File: config.mk
export PLATFORM = sky130hd
export DESIGN_NAME = clkdiv_bank
export DESIGN_NICKNAME = d
export VERILOG_FILES = /design/src/rtl/clkdiv_pkg.sv /design/src/rtl/clkdiv_unit.sv /design/src/rtl/clkdiv_regs.sv /design/src/rtl/clkdiv_bank.sv
export SDC_FILE = /design/constraint.sdc
export NUM_CORES = 1
export LEC_CHECK = 0
export BUFFER_PORTS_ARGS = -buffer_cell sky130_fd_sc_hd__buf_4
export CAP_MARGIN = 20
export CELL_PAD_IN_SITES_DETAIL_PLACEMENT = 1
export CELL_PAD_IN_SITES_GLOBAL_PLACEMENT = 2
export CORE_MARGIN = 2
export CORE_UTILIZATION = 35
export DETAILED_ROUTE_END_ITERATION = 8
export PLACE_DENSITY = 0.76
export RECOVER_POWER = 25
export SYNTH_ARGS = -nofsm -noshare
export SYNTH_HDL_FRONTEND = slang
export SYNTH_HIERARCHICAL = 1
export SYNTH_SLANG_ARGS = --single-unit
File: constraint.sdc
create_clock -name clk -period 2.2 [get_ports clk]
set_input_delay 0.22 -clock clk [delete_from_list [all_inputs] [get_ports clk]]
set_output_delay 0.22 -clock clk [all_outputs]
set_load 0.01 [all_outputs]
File: src/rtl/clkdiv_pkg.sv
package clkdiv_pkg;
  localparam int unsigned ADDR_CTRL = 0;
  localparam int unsigned ADDR_ACK  = 1;
  localparam int unsigned ADDR_DIV0 = 2;
  localparam int unsigned REG_W     = 32;
endpackage

File: src/rtl/clkdiv_unit.sv
module clkdiv_unit #(
  parameter int DIV_W = 8
) (
  input  logic             clk,
  input  logic             rst,
  input  logic             hold,
  input  logic [DIV_W-1:0] div,
  output logic             tick,
  output logic             ack
);
  logic [DIV_W-1:0] cnt_q;
  logic [DIV_W-1:0] hi_len;
  logic             parked_q;
  logic             at_end;

  // high phase is the rounded-up half of the period
  assign hi_len = (div >> 1) + {{(DIV_W-1){1'b0}}, div[0]};
  assign at_end = (cnt_q >= div - DIV_W'(1));

  always_ff @(posedge clk) begin
    if (rst) begin
      cnt_q    <= '0;
      parked_q <= 1'b0;
      tick     <= 1'b0;
      ack      <= 1'b0;
    end else if (parked_q) begin
      tick     <= 1'b0;
      ack      <= hold;
      parked_q <= hold;
      cnt_q    <= '0;
    end else begin
      tick <= (cnt_q < hi_len);
      ack  <= 1'b0;
      if (at_end) begin
        cnt_q    <= '0;
        parked_q <= hold;
      end else begin
        cnt_q <= cnt_q + DIV_W'(1);
      end
    end
  end
endmodule

File: src/rtl/clkdiv_regs.sv
module clkdiv_regs
  import clkdiv_pkg::*;
#(
  parameter int N_OUT    = 6,
  parameter int DIV_W    = 8,
  parameter int ADDR_W   = 4,
  parameter int DIV_INIT = 2
) (
  input  logic                   clk,
  input  logic                   cold_rst,
  input  logic                   warm_rst,
  input  logic                   wr_en,
  input  logic [ADDR_W-1:0]      addr,
  input  logic [REG_W-1:0]       wr_data,
  input  logic [N_OUT-1:0]       ack,
  output logic [N_OUT-1:0]       hold_q,
  output logic                   hold_all_q,
  output logic                   en_q,
  output logic [N_OUT-1:0]       hold_eff,
  output logic [N_OUT*DIV_W-1:0] div_flat,
  output logic [REG_W-1:0]       rd_data
);
  localparam int BIT_ALL = N_OUT;
  localparam int BIT_EN  = N_OUT + 2;
  localparam int BIT_SEL = N_OUT + 3;

  logic [DIV_W-1:0] div_q [N_OUT];
  logic [REG_W-1:0] rd_next;
  logic             wr_ok;

  assign wr_ok    = wr_en && !warm_rst;
  assign hold_eff = hold_q | {N_OUT{hold_all_q}};

  always_ff @(posedge clk) begin
    if (cold_rst) begin
      hold_q     <= '0;
      hold_all_q <= 1'b0;
      en_q       <= 1'b0;
    end else if (wr_ok && addr == ADDR_W'(ADDR_CTRL)) begin
      hold_q     <= wr_data[N_OUT-1:0];
      hold_all_q <= wr_data[BIT_ALL];
      en_q       <= wr_data[BIT_EN];
    end
  end

  for (genvar i = 0; i < N_OUT; i++) begin : g_div
    always_ff @(posedge clk) begin
      if (cold_rst)
        div_q[i] <= DIV_W'(DIV_INIT);
      else if (wr_ok && addr == ADDR_W'(ADDR_DIV0 + i) && ack[i] &&
               wr_data[DIV_W-1:0] != '0)
        div_q[i] <= wr_data[DIV_W-1:0];
    end
    assign div_flat[i*DIV_W +: DIV_W] = div_q[i];
  end

  always_comb begin
    rd_next = '0;
    if (addr == ADDR_W'(ADDR_CTRL)) begin
      rd_next[N_OUT-1:0] = hold_q;
      rd_next[BIT_ALL]   = hold_all_q;
      rd_next[BIT_EN]    = en_q;
      rd_next[BIT_SEL]   = ~en_q;
    end else if (addr == ADDR_W'(ADDR_ACK)) begin
      rd_next[N_OUT-1:0] = ack;
    end
    for (int k = 0; k < N_OUT; k++) begin
      if (addr == ADDR_W'(ADDR_DIV0 + k))
        rd_next[DIV_W-1:0] = div_q[k];
    end
  end

  always_ff @(posedge clk) begin
    if (cold_rst || warm_rst)
      rd_data <= '0;
    else
      rd_data <= rd_next;
  end
endmodule

File: src/rtl/clkdiv_bank.sv
module clkdiv_bank
  import clkdiv_pkg::*;
#(
  parameter int N_OUT    = 6,
  parameter int DIV_W    = 8,
  parameter int ADDR_W   = 4,
  parameter int DIV_INIT = 2
) (
  input  logic              clk,
  input  logic              cold_rst,
  input  logic              warm_rst,
  input  logic              wr_en,
  input  logic [ADDR_W-1:0] addr,
  input  logic [31:0]       wr_data,
  output logic [31:0]       rd_data,
  output logic [N_OUT-1:0]  clk_out
);
  logic [N_OUT-1:0]       ack;
  logic [N_OUT-1:0]       hold_q;
  logic                   hold_all_q;
  logic                   en_q;
  logic [N_OUT-1:0]       hold_eff;
  logic [N_OUT*DIV_W-1:0] div_flat;
  logic                   div_rst;

  assign div_rst = cold_rst | warm_rst;

  clkdiv_regs #(
    .N_OUT(N_OUT), .DIV_W(DIV_W), .ADDR_W(ADDR_W), .DIV_INIT(DIV_INIT)
  ) u_regs (
    .clk(clk), .cold_rst(cold_rst), .warm_rst(warm_rst),
    .wr_en(wr_en), .addr(addr), .wr_data(wr_data), .ack(ack),
    .hold_q(hold_q), .hold_all_q(hold_all_q), .en_q(en_q),
    .hold_eff(hold_eff), .div_flat(div_flat), .rd_data(rd_data)
  );

  for (genvar i = 0; i < N_OUT; i++) begin : g_unit
    clkdiv_unit #(.DIV_W(DIV_W)) u_unit (
      .clk(clk), .rst(div_rst), .hold(hold_eff[i]),
      .div(div_flat[i*DIV_W +: DIV_W]),
      .tick(clk_out[i]), .ack(ack[i])
    );
  end
endmodule

==> results of run 1 <==
## power by group through the flow
stage          combinational (W)  sequential (W)  clock (W)
2_1_floorplan           0.000421         0.00267          0
3_3_place_gp            0.000625         0.00268          0
3_5_place_dp            0.000638         0.00268          0
4_1_cts                 0.000706         0.00263    0.00306
5_1_grt                 0.000839         0.00265    0.00318
6_report                0.000779         0.00265    0.00301
## logic make-up after synthesis
kind of cell | count (synthesis)
simple gates | 338
flops | 132
compound gates | 115
fa+ha+maj | 114
xor+xnor | 102
buf+inv | 76
mux | 27
other cells | 1
## through the flow
stage / power, W / hold slack, ns / setup slack [ns] / cells / area [um2]
2_1_floorplan: 0.003096 / 0.3639 / -0.02932 / 926 / 9121
3_3_place_gp: 0.003305 / 0.4340 / -0.2574 / 1349 / 10280
3_5_place_dp: 0.003321 / 0.4272 / -0.2585 / 1349 / 10280
4_1_cts: 0.006400 / 0.02149 / -0.1413 / 1408 / 11600
5_1_grt: 0.006665 / 0.05348 / -0.3920 / 1433 / 12410
6_report: 0.006439 / 0.02964 / -0.2739 / 1433 / 12410
## per-layer routing
metal	vias to the layer above	part of all wire, %
met1	3747	43
li1	3559	-
met4	0	1.7
met3	37	4.1
met5	-	0
met2	170	51
## worst max path at each step
stage / startpoint / to / slack, ns / cells after the start
after floorplan: u_regs/div_q[4][0] / g_unit[4].u_unit/tick / -0.03 / 9
after global placement: u_regs/div_q[0][2] / g_unit[0].u_unit/tick / -0.26 / 9
after detailed placement: u_regs/div_q[0][2] / g_unit[0].u_unit/tick / -0.26 / 9
after CTS: u_regs/div_q[3][1] / g_unit[3].u_unit/tick / -0.14 / 10
after global routing: u_regs/div_q[3][0] / g_unit[3].u_unit/tick / -0.39 / 10
final: u_regs/div_q[3][0] / g_unit[3].u_unit/tick / -0.27 / 10
## final cells by class
class | count | area (um2) | share of cell area (%)
clock buffers | 21 | 514.2 | 4.145
well taps | 330 | 412.9 | 3.328
clock inverters | 11 | 110.1 | 0.8876
multi-input cells | 718 | 6688 | 53.91
flip-flops and latches | 132 | 3123 | 25.17
repair buffers | 189 | 1438 | 11.59
inverters | 32 | 120.1 | 0.9682
## worst max-delay path: stages, from the launching register on
cell and delay [ns]:
edfxtp_1 0.45, buf_6 0.16, ha_4 0.16, and4_1 0.21, nand2_1 0.10, xor2_1 0.18
ha_1 0.27, a21o_1 0.19, a21o_1 0.17, a2111oi_2 0.37, o21a_1 0.17
## sequential cells by signal, indices dropped and copies added (netlist names)
name                    flops
u_regs/rd_data             10
g_unit.u_unit/ack           6
g_unit.u_unit/tick          6
u_regs/div_q               48
u_regs/en_q                 1
u_regs/hold_q               6
u_regs/hold_all_q           1
g_unit.u_unit/cnt_q        48
g_unit.u_unit/parked_q      6
## repair_timing
item,in CTS,in global routing
endpoints found under the hold margin,0,0
setup buffers,33,35
gates resized for setup,115,117
pin swaps,122,96
endpoints found under the setup margin,60,60
## cells in the final DEF (no fill, tap or decap), drive strengths merged, types with 11 or more instances in the layout
master / synthesis / final
nand2b: 26 / 26
conb: 1 / 22
a21o: 24 / 24
xor2: 36 / 36
mux2i: 11 / 11
nand3: 42 / 42
o21ai: 11 / 11
and3: 18 / 18
and4: 12 / 12
buf: 31 / 178
clkbuf: 13 / 32
or3: 13 / 13
a21oi: 21 / 21
edfxtp: 48 / 48
nand2: 33 / 33
a2111oi: 12 / 12
ha: 114 / 114
nor2: 127 / 127
dfxtp: 84 / 84
nor3: 27 / 27
xnor2: 66 / 66
inv: 32 / 36
o21a: 12 / 12
mux2: 11 / 11
==> impl_results.md, run 1 <==
- Worst slew pin tran: between 0.7 and 0.8 ns
- CTS tree: built
- Max_slew headroom: 51.04%
- Setup tns final: -7.840 ns
- Setup-failing EPs final: 59
- Post-DP HPWL: roughly 19 mm
- Post-Syn Area per Cell: between 9 and 10 um2
- Via count: 7,513
- Share of synthesized area spent on multiplexers: just under 4%
- Worst-path maximum fanout: 3
- Worst hold path endpoint: u_regs/en_q
- Sw Share: around a quarter
- Failing checks: negative setup slack
- Crit Path Category: reg -> reg
- CTS H-Tree Depth: 4
- Largest family of logic cells by synthesized area: simple AND/OR/NAND/NOR gates
- Core region area: 25,180 um2
- N_diodes: 0
- FF+latch count, synth: 132
- Synthesis Warnings: 6
- Clock power share: 46.8%
- Netlist cell types: a little under 60
- Met3 Use GR: 3.460%
- DRC viols: 0
- Synth Area in XOR/XNOR: 9.954%
- Yosys top cell area share: 18.74%
- FF-to-FF setup slack: -0.27 ns
- Ys async rst share: 0%
- Area leader, netlist: dfxtp_1
- Post-synthesis simple-gate area fraction: 20.06%
- Final-report hold violation count: 0
- EDFF count, synth: 48
- Fmax: a little over 400 MHz
- Final core utilization: 49.26%
- M1 GR Usage: 26.05%
- Largest net degree at the start of global routing: 31
- Final layout net count: 1,244
- Deepest clock path buffer count: 2
- Max Slew Vio Count: 0
- Post-DRT Antenna Nets: 0
- RSZ-0062 raised after global routing: true
- Rows: 58
- Cell Pwr Density: 519.0 nW/um2
- Die Ht: approximately 160 um
- Post-Route WL: roughly 28 mm
- Reg-to-reg endpoint: g_unit[3].u_unit/tick
- Starting Density: 35.64%
- Initial antenna violation count: 0
- Leakage: 4.979 nW
- Status: finished, violations left
- Internal power: roughly 0.0047 W
- Worst Hold Launch: wr_data[8]
- Share of cells above drive strength 1: a little under two fifths
- Hold depth: 3
- Dominant synthesized flop cell: dfxtp_1
- Clk Latency, worst-skew pair: 0.43 ns
- Post-synth top cells: nor2_1, ha_1, dfxtp_1
- Minimum clock period after layout: roughly 2.5 ns
- Peak supply drop: roughly 380 uV
- Synth Cell Area: 8975 um2
- Final worst setup slack: -0.2739 ns
- Comb pwr share: 12.1%
- Post-Synthesis Cells: between 900 and 1,000
- Cts-stage hold buffer count: 0
- Nature of the critical path startpoint: flip-flop
- Final Skew: 0.008018 ns
- First-pass detailed-route iteration total: 5
- Max-Cap Viols: 0
- Top cells by area, synth: dfxtp_1, edfxtp_1, ha_1
- Met2 usage: 34.06%
- Post-synthesis sequential area ratio: 34.80%
- Worst Reg-to-Reg Cells: 10
- Fillers: 2,743
- Worst Setup End Kind: flip-flop
- Io pins: around 80
- Clk sink count: 132
- Hold WC Path Type: in -> reg
- Reg power frac: 41.1%
- Routability cong.: 0.8185
- Synth Area in Adders: between 10% and 20%
- Top-count cell post-synth: nor2_1
- First-pass GRT wire length: 41.15 mm
- Vias in the first global route: 7,603
- Reg2reg start: u_regs/div_q[3][0]
- NetSw: 0.001699 W
- Drt via density: 5.243
- Clock-pin slew on the worst setup and hold paths: ~0.060 ns
- Routed length per instance: 19.70 um
- DR iter-0 viols: 402
- Final Cycle Share: 112.4%
- Clock root buffer: clkbuf_16
- Die area: 26,940 um2
- Complex-gate fraction of the synthesized area: 10.90%
- Most Used Layer, Global Route: met2
- CP arrival: 2.85 ns
- Die width: 164.1 um
- WP data required: 2.57 ns
- All-Layer GR Usage: 19.83%
- Area Growth Syn to Fin: 38.23%
- Buffers on Ports: 32
- Num CTS Buffers: 17
- Grt total ovfl: 0
Note: power is estimated with default switching activity, not from simulation.
==> run 2, diff against run 1 <==
--- a/config.mk
+++ b/config.mk
@@ -12,7 +12,7 @@
 export CORE_MARGIN = 2
 export CORE_UTILIZATION = 35
 export DETAILED_ROUTE_END_ITERATION = 8
-export PLACE_DENSITY = 0.76
+export PLACE_DENSITY_LB_ADDON = 0.1
 export RECOVER_POWER = 25
 export SYNTH_ARGS = -nofsm -noshare
 export SYNTH_HDL_FRONTEND = slang
==> impl_results.md, run 2 (same netlist as run 1, synthesis figures left out) <==
- CTS tree: built (unchanged)
- Cts-stage hold buffer count: 0 (unchanged)
- Commonest non-fill, non-tap cells in the layout: buf_4, nor2_1, ha_1 (was buf_4, nor2_1, dfxtp_1)
- Max_slew headroom: 52.32% (was 51.04%)
- CP top delay family: compound AO/OA/AOI/OAI gates (unchanged)
- Num CTS Buffers: 17 (unchanged)
- Rows: 58 (unchanged)
- Core region area: 25,180 um2 (unchanged)
- RSZ-0062 raised after global routing: true (unchanged)
- Max Slew Vio Count: 0 (unchanged)
- Crit-path max cell delay: 0.41 ns (was 0.45 ns)
- M1 GR Usage: 27.04% (was 26.05%)
- DRC viols: 0 (unchanged)
- Nature of the critical path startpoint: flip-flop (unchanged)
- Minimum clock period after layout: 2.392 ns (was 2.474 ns)
- Clock root buffer: clkbuf_16 (unchanged)
- First-pass detailed-route iteration total: 4 (was 5)
- Die width: 164.1 um (unchanged)
- Clk Latency, worst-skew pair: 0.43 ns (about the same)
- Post-Route WL: 27.93 mm (was 28.24 mm)
- Final Skew: 0.01938 ns (was 0.008018 ns)
- Vias in the first global route: 7,914 (was 7,603)
- Met2 usage: 36.57% (was 34.06%)
- Clock-pin slew on the worst setup and hold paths: 0.06 ns (about the same)
- Die Ht: 164.1 um (unchanged)
- Crit Path Category: reg -> reg (unchanged)
- Commonest non-fill, non-tap cell in the layout: buf_4 (unchanged)
- Sw Share: 24.89% (was 26.38%)
- Critical Path, Cell by Cell: buf_4 > ha_4 > ha_4 > and3_4 > nand3_1 > xor2_1 > ha_1 > a21o_1 > a2111oi_4 > o21a_1 (was buf_6 > ha_4 > and4_1 > nand2_1 > xor2_1 > ha_1 > a21o_1 > a21o_1 > a2111oi_2 > o21a_1)
- Deepest clock path buffer count: 2 (unchanged)
- Comb pwr share: 11.9% (was 12.1%)
- Internal power: 0.004718 W (was 0.004740 W)
- Crit path depth: 10 (unchanged)
- Via count: 7,337 (was 7,513)
- Starting Density: 35.64% (unchanged)
- Final worst setup slack: -0.1924 ns (was -0.2739 ns)
- All-Layer GR Usage: 20.88% (was 19.83%)
- Worst hold margin: 0.03775 ns (was 0.02964 ns)
- Worst-path maximum fanout: 3 (unchanged)
- Buffers on Ports: 32 (unchanged)
- Failing checks: negative setup slack (unchanged)
- Peak supply drop: 318.0 uV (was 376.0 uV)
- Worst Reg-to-Reg Cells: 10 (unchanged)
- Final core utilization: 48.31% (was 49.26%)
- Final-report hold violation count: 0 (unchanged)
- Max-Cap Viols: 0 (unchanged)
- Hold WC Path Type: in -> reg (unchanged)
- Most Used Layer, Global Route: met2 (unchanged)
- Grt total ovfl: 0 (unchanged)
- Routed length per instance: 19.37 um (was 19.70 um)
- Fillers: 2,763 (was 2,743)
- Reg power frac: 42.1% (was 41.1%)
- Setup-failing EPs final: 58 (was 59)
- Most frequent CP cell: ha_4 (was a21o_1)
- NetSw: 0.001563 W (was 0.001699 W)
- Post-placement cell count: 1,356 (was 1,349)
- CP bufs+invs: 1 (unchanged)
- Die area: 26,940 um2 (unchanged)
- Fmax: 418.0 MHz (was 404.2 MHz)
- CTS H-Tree Depth: 4 (unchanged)
- Worst Setup End Kind: flip-flop (unchanged)
- Biggest regs: g_unit.u_unit/cnt_q (48), u_regs/div_q (48), u_regs/rd_data (10) (unchanged)
- N_diodes: 0 (unchanged)
- Share of cells above drive strength 1: 35.88% (was 38.17%)
- Status: finished, violations left (unchanged)
- First-pass GRT wire length: 42.84 mm (was 41.15 mm)
- Final layout net count: 1,253 (was 1,244)
- Setup tns final: -7.149 ns (was -7.840 ns)
- Post-DRT Antenna Nets: 0 (unchanged)
- Final Cycle Share: 108.7% (was 112.4%)
- Io pins: 78 (unchanged)
- Area Growth Syn to Fin: 35.54% (was 38.23%)
- DR iter-0 viols: 360 (was 402)
- Hold depth: 3 (unchanged)
- Critical-path top delay cell: edfxtp_1 (unchanged)
- Non-Filler Instances: 1,442 (was 1,433)
- Cell Pwr Density: 516.4 nW/um2 (was 519.0 nW/um2)
- Routability cong.: 0.8080 (was 0.8185)
- Met3 Use GR: 3.005% (was 3.460%)
- Worst slew pin tran: 0.7152 ns (was 0.7344 ns)
- Drt via density: 5.088 (was 5.243)
- Post-DP HPWL: 20.02 mm (was 18.90 mm)
- Leakage: 4.950 nW (was 4.979 nW)
- Largest net degree at the start of global routing: 31 (unchanged)
- Clock power share: 46.0% (was 46.8%)
- Clk sink count: 132 (unchanged)
- WP data required: 2.56 ns (was 2.57 ns)
- Initial antenna violation count: 0 (unchanged)
- CP arrival: 2.75 ns (was 2.85 ns)
## run 2: cell count changes in the layout (fill, tap and decap cells not counted), moves of 4 or more
| cell | previous run | this run |
|---|---|---|
| nand3_1 | 25 | 29 |
| clkbuf_1 | 11 | 19 |
| a21oi_4 | 12 | 8 |
| nor2_4 | 10 | 5 |
| ha_4 | 18 | 14 |
| a21oi_2 | 0 | 4 |
| nor2_1 | 111 | 119 |
| clkinv_4 | 4 | 0 |
| nand3_4 | 8 | 3 |
| ha_1 | 82 | 87 |
| nand2_2 | 2 | 6 |
| buf_4 | 162 | 168 |
## run 2: layout make-up
type	instances	area, um2	area share, %
Clock buffer	21	450.4	3.703
Multi-Input combinational cell	718	6447	53.00
Tap cell	330	412.9	3.394
Inverter	32	120.1	0.9874
Timing Repair Buffer	198	1479	12.16
Sequential cell	132	3123	25.67
Clock inverter	11	131.4	1.080
## run 2: layer usage
layer	share of wire [%]	up-vias	wire length, um
met4	0.98	0	273
li1	-	3570	-
met1	43	3646	12130
met5	0	-	0
met2	52	104	14530
met3	3.6	17	1001
## run 2: power groups by stage
stage	combinational, W	clock, W	sequential (W)
2_1_floorplan	0.000421	0	0.00267
3_3_place_gp	0.000623	0	0.00268
3_5_place_dp	0.000642	0	0.00269
4_1_cts	0.000720	0.00298	0.00263
5_1_grt	0.000817	0.00306	0.00265
6_report	0.000748	0.00289	0.00264
## run 2: tightest hold or removal path: cells and delay by family
kind | cells | cell delay [ns]
and+or+nand+nor | 1 | 0.07
muxes | 1 | 0.05
buffers and inverters | 1 | 0.08
## run 2: timing repair
action                                  4_1_cts  5_1_grt
gates resized for setup                     107       78
endpoints found under the setup margin       60       60
buffers inserted                             43       15
pin swaps                                    99       75
## run 2: metrics by stage
step / total power (W) / worst slack [ns] / cell area, um2
finish: 0.006282 / -0.1924 / 12160
global route: 0.006530 / -0.3274 / 12160
CTS: 0.006330 / -0.2239 / 11740
detailed placement: 0.003328 / -0.3424 / 10330
global placement: 0.003305 / -0.2597 / 10330
floorplan: 0.003096 / -0.02932 / 9121
## run 2: path summary, 6_finish.rpt
check	startpoint	slack (ns)	endpoint
min	wr_data[8]	0.04	u_regs/en_q
max reg2reg	u_regs/div_q[4][1]	-0.19	g_unit[4].u_unit/tick
min reg2reg	u_regs/en_q	0.45	u_regs/rd_data[9]
max	u_regs/div_q[4][1]	-0.19	g_unit[4].u_unit/tick
==> run 3, diff against run 2 <==
--- a/config.mk
+++ b/config.mk
@@ -16,5 +16,4 @@
 export RECOVER_POWER = 25
 export SYNTH_ARGS = -nofsm -noshare
 export SYNTH_HDL_FRONTEND = slang
-export SYNTH_HIERARCHICAL = 1
 export SYNTH_SLANG_ARGS = --single-unit
==> impl_results.md, run 3 <==
- Status: finished, violations left (unchanged)
- Failing checks: negative setup slack (unchanged)
- Largest net degree at the start of global routing: 33 (was 31)
- Reg2reg start: u_regs.div_q[1][9] (was u_regs/div_q[4][1])
- Dominant synthesized flop cell: dfxtp_1 (unchanged)
- Most Used Layer, Global Route: met2 (unchanged)
- Peak supply drop: 370.4 uV (was 318.0 uV)
- Starting Density: 35.74% (was 35.64%)
- EDFF count, synth: 48 (unchanged)
- Clock root buffer: clkbuf_16 (unchanged)
- Die width: 161.8 um (was 164.1 um)
- Met2 usage: 35.96% (was 36.57%)
- Post-Syn Area per Cell: 9.343 um2 (was 9.917 um2)
- Synth Cell Area: 8717 um2 (was 8975 um2)
- Post-Synthesis Cells: 933 (was 905)
- Clk Latency, worst-skew pair: 0.42 ns (was 0.43 ns)
- Fillers: 2,720 (was 2,763)
- Netlist cell types: 47 (was 59)
- Cell Pwr Density: 548.6 nW/um2 (was 516.4 nW/um2)
- Deepest clock path buffer count: 2 (unchanged)
- Via count: 7,299 (was 7,337)
- Area leader, netlist: dfxtp_1 (unchanged)
- Final core utilization: 46.48% (was 48.31%)
- Clock-pin slew on the worst setup and hold paths: 0.07 ns (was 0.06 ns)
- NetSw: 0.001596 W (was 0.001563 W)
- Final Skew: 0.01016 ns (was 0.01938 ns)
- Worst Setup End Kind: flip-flop (unchanged)
- Worst setup startpoint: u_regs.div_q[1][9] (was u_regs/div_q[4][1])
- Hold WC Path Type: in -> reg (unchanged)
- Buffers on Ports: 32 (unchanged)
- All-Layer GR Usage: 20.48% (was 20.88%)
- Grt total ovfl: 0 (unchanged)
- CP arrival: 2.73 ns (was 2.75 ns)
- Num CTS Buffers: 17 (unchanged)
- Post-DRT Antenna Nets: 0 (unchanged)
- Leakage: 4.614 nW (was 4.950 nW)
- Internal power: 0.004623 W (was 0.004718 W)
- CTS H-Tree Depth: 4 (unchanged)
- Area Growth Syn to Fin: 30.04% (was 35.54%)
- Reg power frac: 42.4% (was 42.1%)
- Top cells by area, synth: dfxtp_1, edfxtp_1, ha_1 (unchanged)
- DR iter-0 viols: 355 (was 360)
- Clock power share: 46.9% (was 46.0%)
- Rows: 57 (was 58)
- RSZ-0062 raised after global routing: true (unchanged)
- Post-synthesis sequential area ratio: 35.83% (was 34.80%)
- Clk sink count: 132 (unchanged)
- Final-report hold violation count: 0 (unchanged)
- Setup WS pre-CTS: -0.3445 ns (was -0.3424 ns)
- Non-Filler Instances: 1,395 (was 1,442)
- Final layout net count: 1,212 (was 1,253)
- Reg-to-reg endpoint: g_unit[3].u_unit.cnt_q[3] (was g_unit[4].u_unit/tick)
- Minimum clock period after layout: 2.394 ns (was 2.392 ns)
- Final worst setup slack: -0.1944 ns (was -0.1924 ns)
- N_diodes: 0 (unchanged)
- Worst-path maximum fanout: 5 (was 3)
- Worst slew pin tran: 0.7237 ns (was 0.7152 ns)
- Worst hold margin: 0.05439 ns (was 0.03775 ns)
- Comb pwr share: 10.7% (was 11.9%)
- Met3 Use GR: 3.166% (was 3.005%)
- Commonest non-fill, non-tap cells in the layout: buf_4, ha_1, dfxtp_1 (was buf_4, nor2_1, ha_1)
- Yosys top cell area share: 19.29% (was 18.74%)
- Worst Reg-to-Reg Cells: 10 (unchanged)
- WP data required: 2.54 ns (was 2.56 ns)
- Crit Path Category: reg -> reg (unchanged)
- Fmax: 417.6 MHz (was 418.0 MHz)
- CTS tree: built (unchanged)
- Drt via density: 5.232 (was 5.088)
- Final Cycle Share: 108.8% (was 108.7%)
- Die Ht: 161.8 um (was 164.1 um)
- First-pass GRT wire length: 41.97 mm (was 42.84 mm)
- Max Slew Vio Count: 0 (unchanged)
- Post-placement cell count: 1,336 (was 1,356)
- Post-synth top cells: ha_1, nor2_1, dfxtp_1 (was nor2_1, ha_1, dfxtp_1)
- M1 GR Usage: 26.06% (was 27.04%)
- Nature of the critical path startpoint: flip-flop (unchanged)
- DRC viols: 0 (unchanged)
- Post-Route WL: 27.11 mm (was 27.93 mm)
- Post-DP HPWL: 19.44 mm (was 20.02 mm)
- Setup tns final: -3.006 ns (was -7.149 ns)
- First-pass detailed-route iteration total: 5 (was 4)
- Initial antenna violation count: 0 (unchanged)
- Max-Cap Viols: 0 (unchanged)
- Worst Setup EP: g_unit[3].u_unit.cnt_q[3] (was g_unit[4].u_unit/tick)
- Io pins: 78 (unchanged)
- Die area: 26,180 um2 (was 26,940 um2)
- Core region area: 24,390 um2 (was 25,180 um2)
- Cts-stage hold buffer count: 0 (unchanged)
- Sw Share: 25.67% (was 24.89%)
- FF-to-FF setup slack: -0.19 ns (about the same)
- Synthesis Warnings: 0 (was 6)
- Commonest non-fill, non-tap cell in the layout: buf_4 (unchanged)
- Vias in the first global route: 7,909 (was 7,914)
- Top-count cell post-synth: ha_1 (was nor2_1)
- FF+latch count, synth: 132 (unchanged)
- Biggest regs: g_unit.u_unit.cnt_q (48), u_regs.div_q (48), u_regs.rd_data (10) (was g_unit.u_unit/cnt_q (48), u_regs/div_q (48), u_regs/rd_data (10))
- Max_slew headroom: 51.75% (was 52.32%)
- Share of cells above drive strength 1: 29.97% (was 35.88%)
- Routed length per instance: 19.44 um (was 19.37 um)
- Ys async rst share: 0% (unchanged)
- Routability cong.: 0.8318 (was 0.8080)
- Setup-failing EPs final: 25 (was 58)
run 3: changes by cell type in the layout (fill, tap and decap cells not counted), sizes merged, moves of 17 or more:
| cell | change |
|---|---|
| nand3 | +17 |
| a21o | -17 |
| o21ai | +22 |
| buf | -58 |
| nor2 | -30 |
| and2 | +36 |
run 3: worst max-delay path, stage by stage, from the launching register on:
cell and delay [ns]:
edfxtp_1 0.47, buf_6 0.16, nor3_4 0.20, nand2_2 0.11, nor4_2 0.21, xnor2_1 0.13
ha_2 0.20, nor4_2 0.19, o21ai_2 0.13, a41o_4 0.30, a211oi_2 0.21
run 3: repair_timing:
item | CTS | global route
pin swaps | 70 | 76
cloned | 2 | 1
setup endpoints to repair | 59 | 60
resized for setup | 95 | 106
buffers inserted | 15 | 9
run 3: per-layer routing:
metal	vias up	share of wire, %
met2	132	51
li1	3515	-
met1	3622	44
met3	30	3.7
met5	-	0
met4	0	1.5
run 3: final cells by class:
| cell class | instances | area [um2] | area share, % |
|---|---|---|---|
| clock buffers | 18 | 429.2 | 3.786 |
| clock inverters | 14 | 163.9 | 1.446 |
| inverters | 35 | 131.4 | 1.159 |
| flip-flops and latches | 132 | 3123 | 27.55 |
| repair buffers | 145 | 1046 | 9.227 |
| well taps | 324 | 405.4 | 3.576 |
| multi-input cells | 727 | 6037 | 53.26 |
run 3: power groups by stage:
stage	sequential [W]	clock, W	combinational [W]
6_report	0.00264	0.00292	0.000666
5_1_grt	0.00264	0.00306	0.000729
4_1_cts	0.00263	0.00296	0.000618
3_5_place_dp	0.00268	0	0.000575
3_3_place_gp	0.00268	0	0.000554
2_1_floorplan	0.00267	0	0.000374
run 3: logic make-up (layout without fill, tap and decap cells):
family / count (synthesis) / count (layout) / synth area share, %
other: 1 / 22 / 0.04302
XOR/XNOR: 102 / 102 / 10.25
multiplexers: 17 / 17 / 2.842
flip-flops: 132 / 132 / 35.83
AO/OA/AOI/OAI: 122 / 124 / 9.086
buffers and inverters: 98 / 212 / 5.655
adder cells (fa/ha/maj): 114 / 114 / 16.36
AND/OR/NAND/NOR: 347 / 348 / 19.94
run 3: stage by stage:
step / total power (W) / cell area, um2
floorplan: 0.003041 / 8848
global placement: 0.003234 / 9793
detailed placement: 0.003259 / 9793
CTS: 0.006211 / 10880
global route: 0.006436 / 11340
finish: 0.006219 / 11340
run 3: how the worst min path moves through the flow:
| stage | endpoint | start | slack (ns) | cells after the start |
|---|---|---|---|---|
| 4_1_cts | u_regs.en_q | wr_data[8] | 0.05 | 3 |
| 2_1_floorplan | u_regs.en_q | wr_data[8] | 0.36 | 2 |
| 3_3_place_gp | u_regs.rd_data[9] | u_regs.en_q | 0.42 | 1 |
| 3_5_place_dp | u_regs.rd_data[9] | u_regs.en_q | 0.43 | 1 |
| 6_report | u_regs.en_q | wr_data[8] | 0.05 | 3 |
| 5_1_grt | u_regs.en_q | wr_data[8] | 0.07 | 3 |
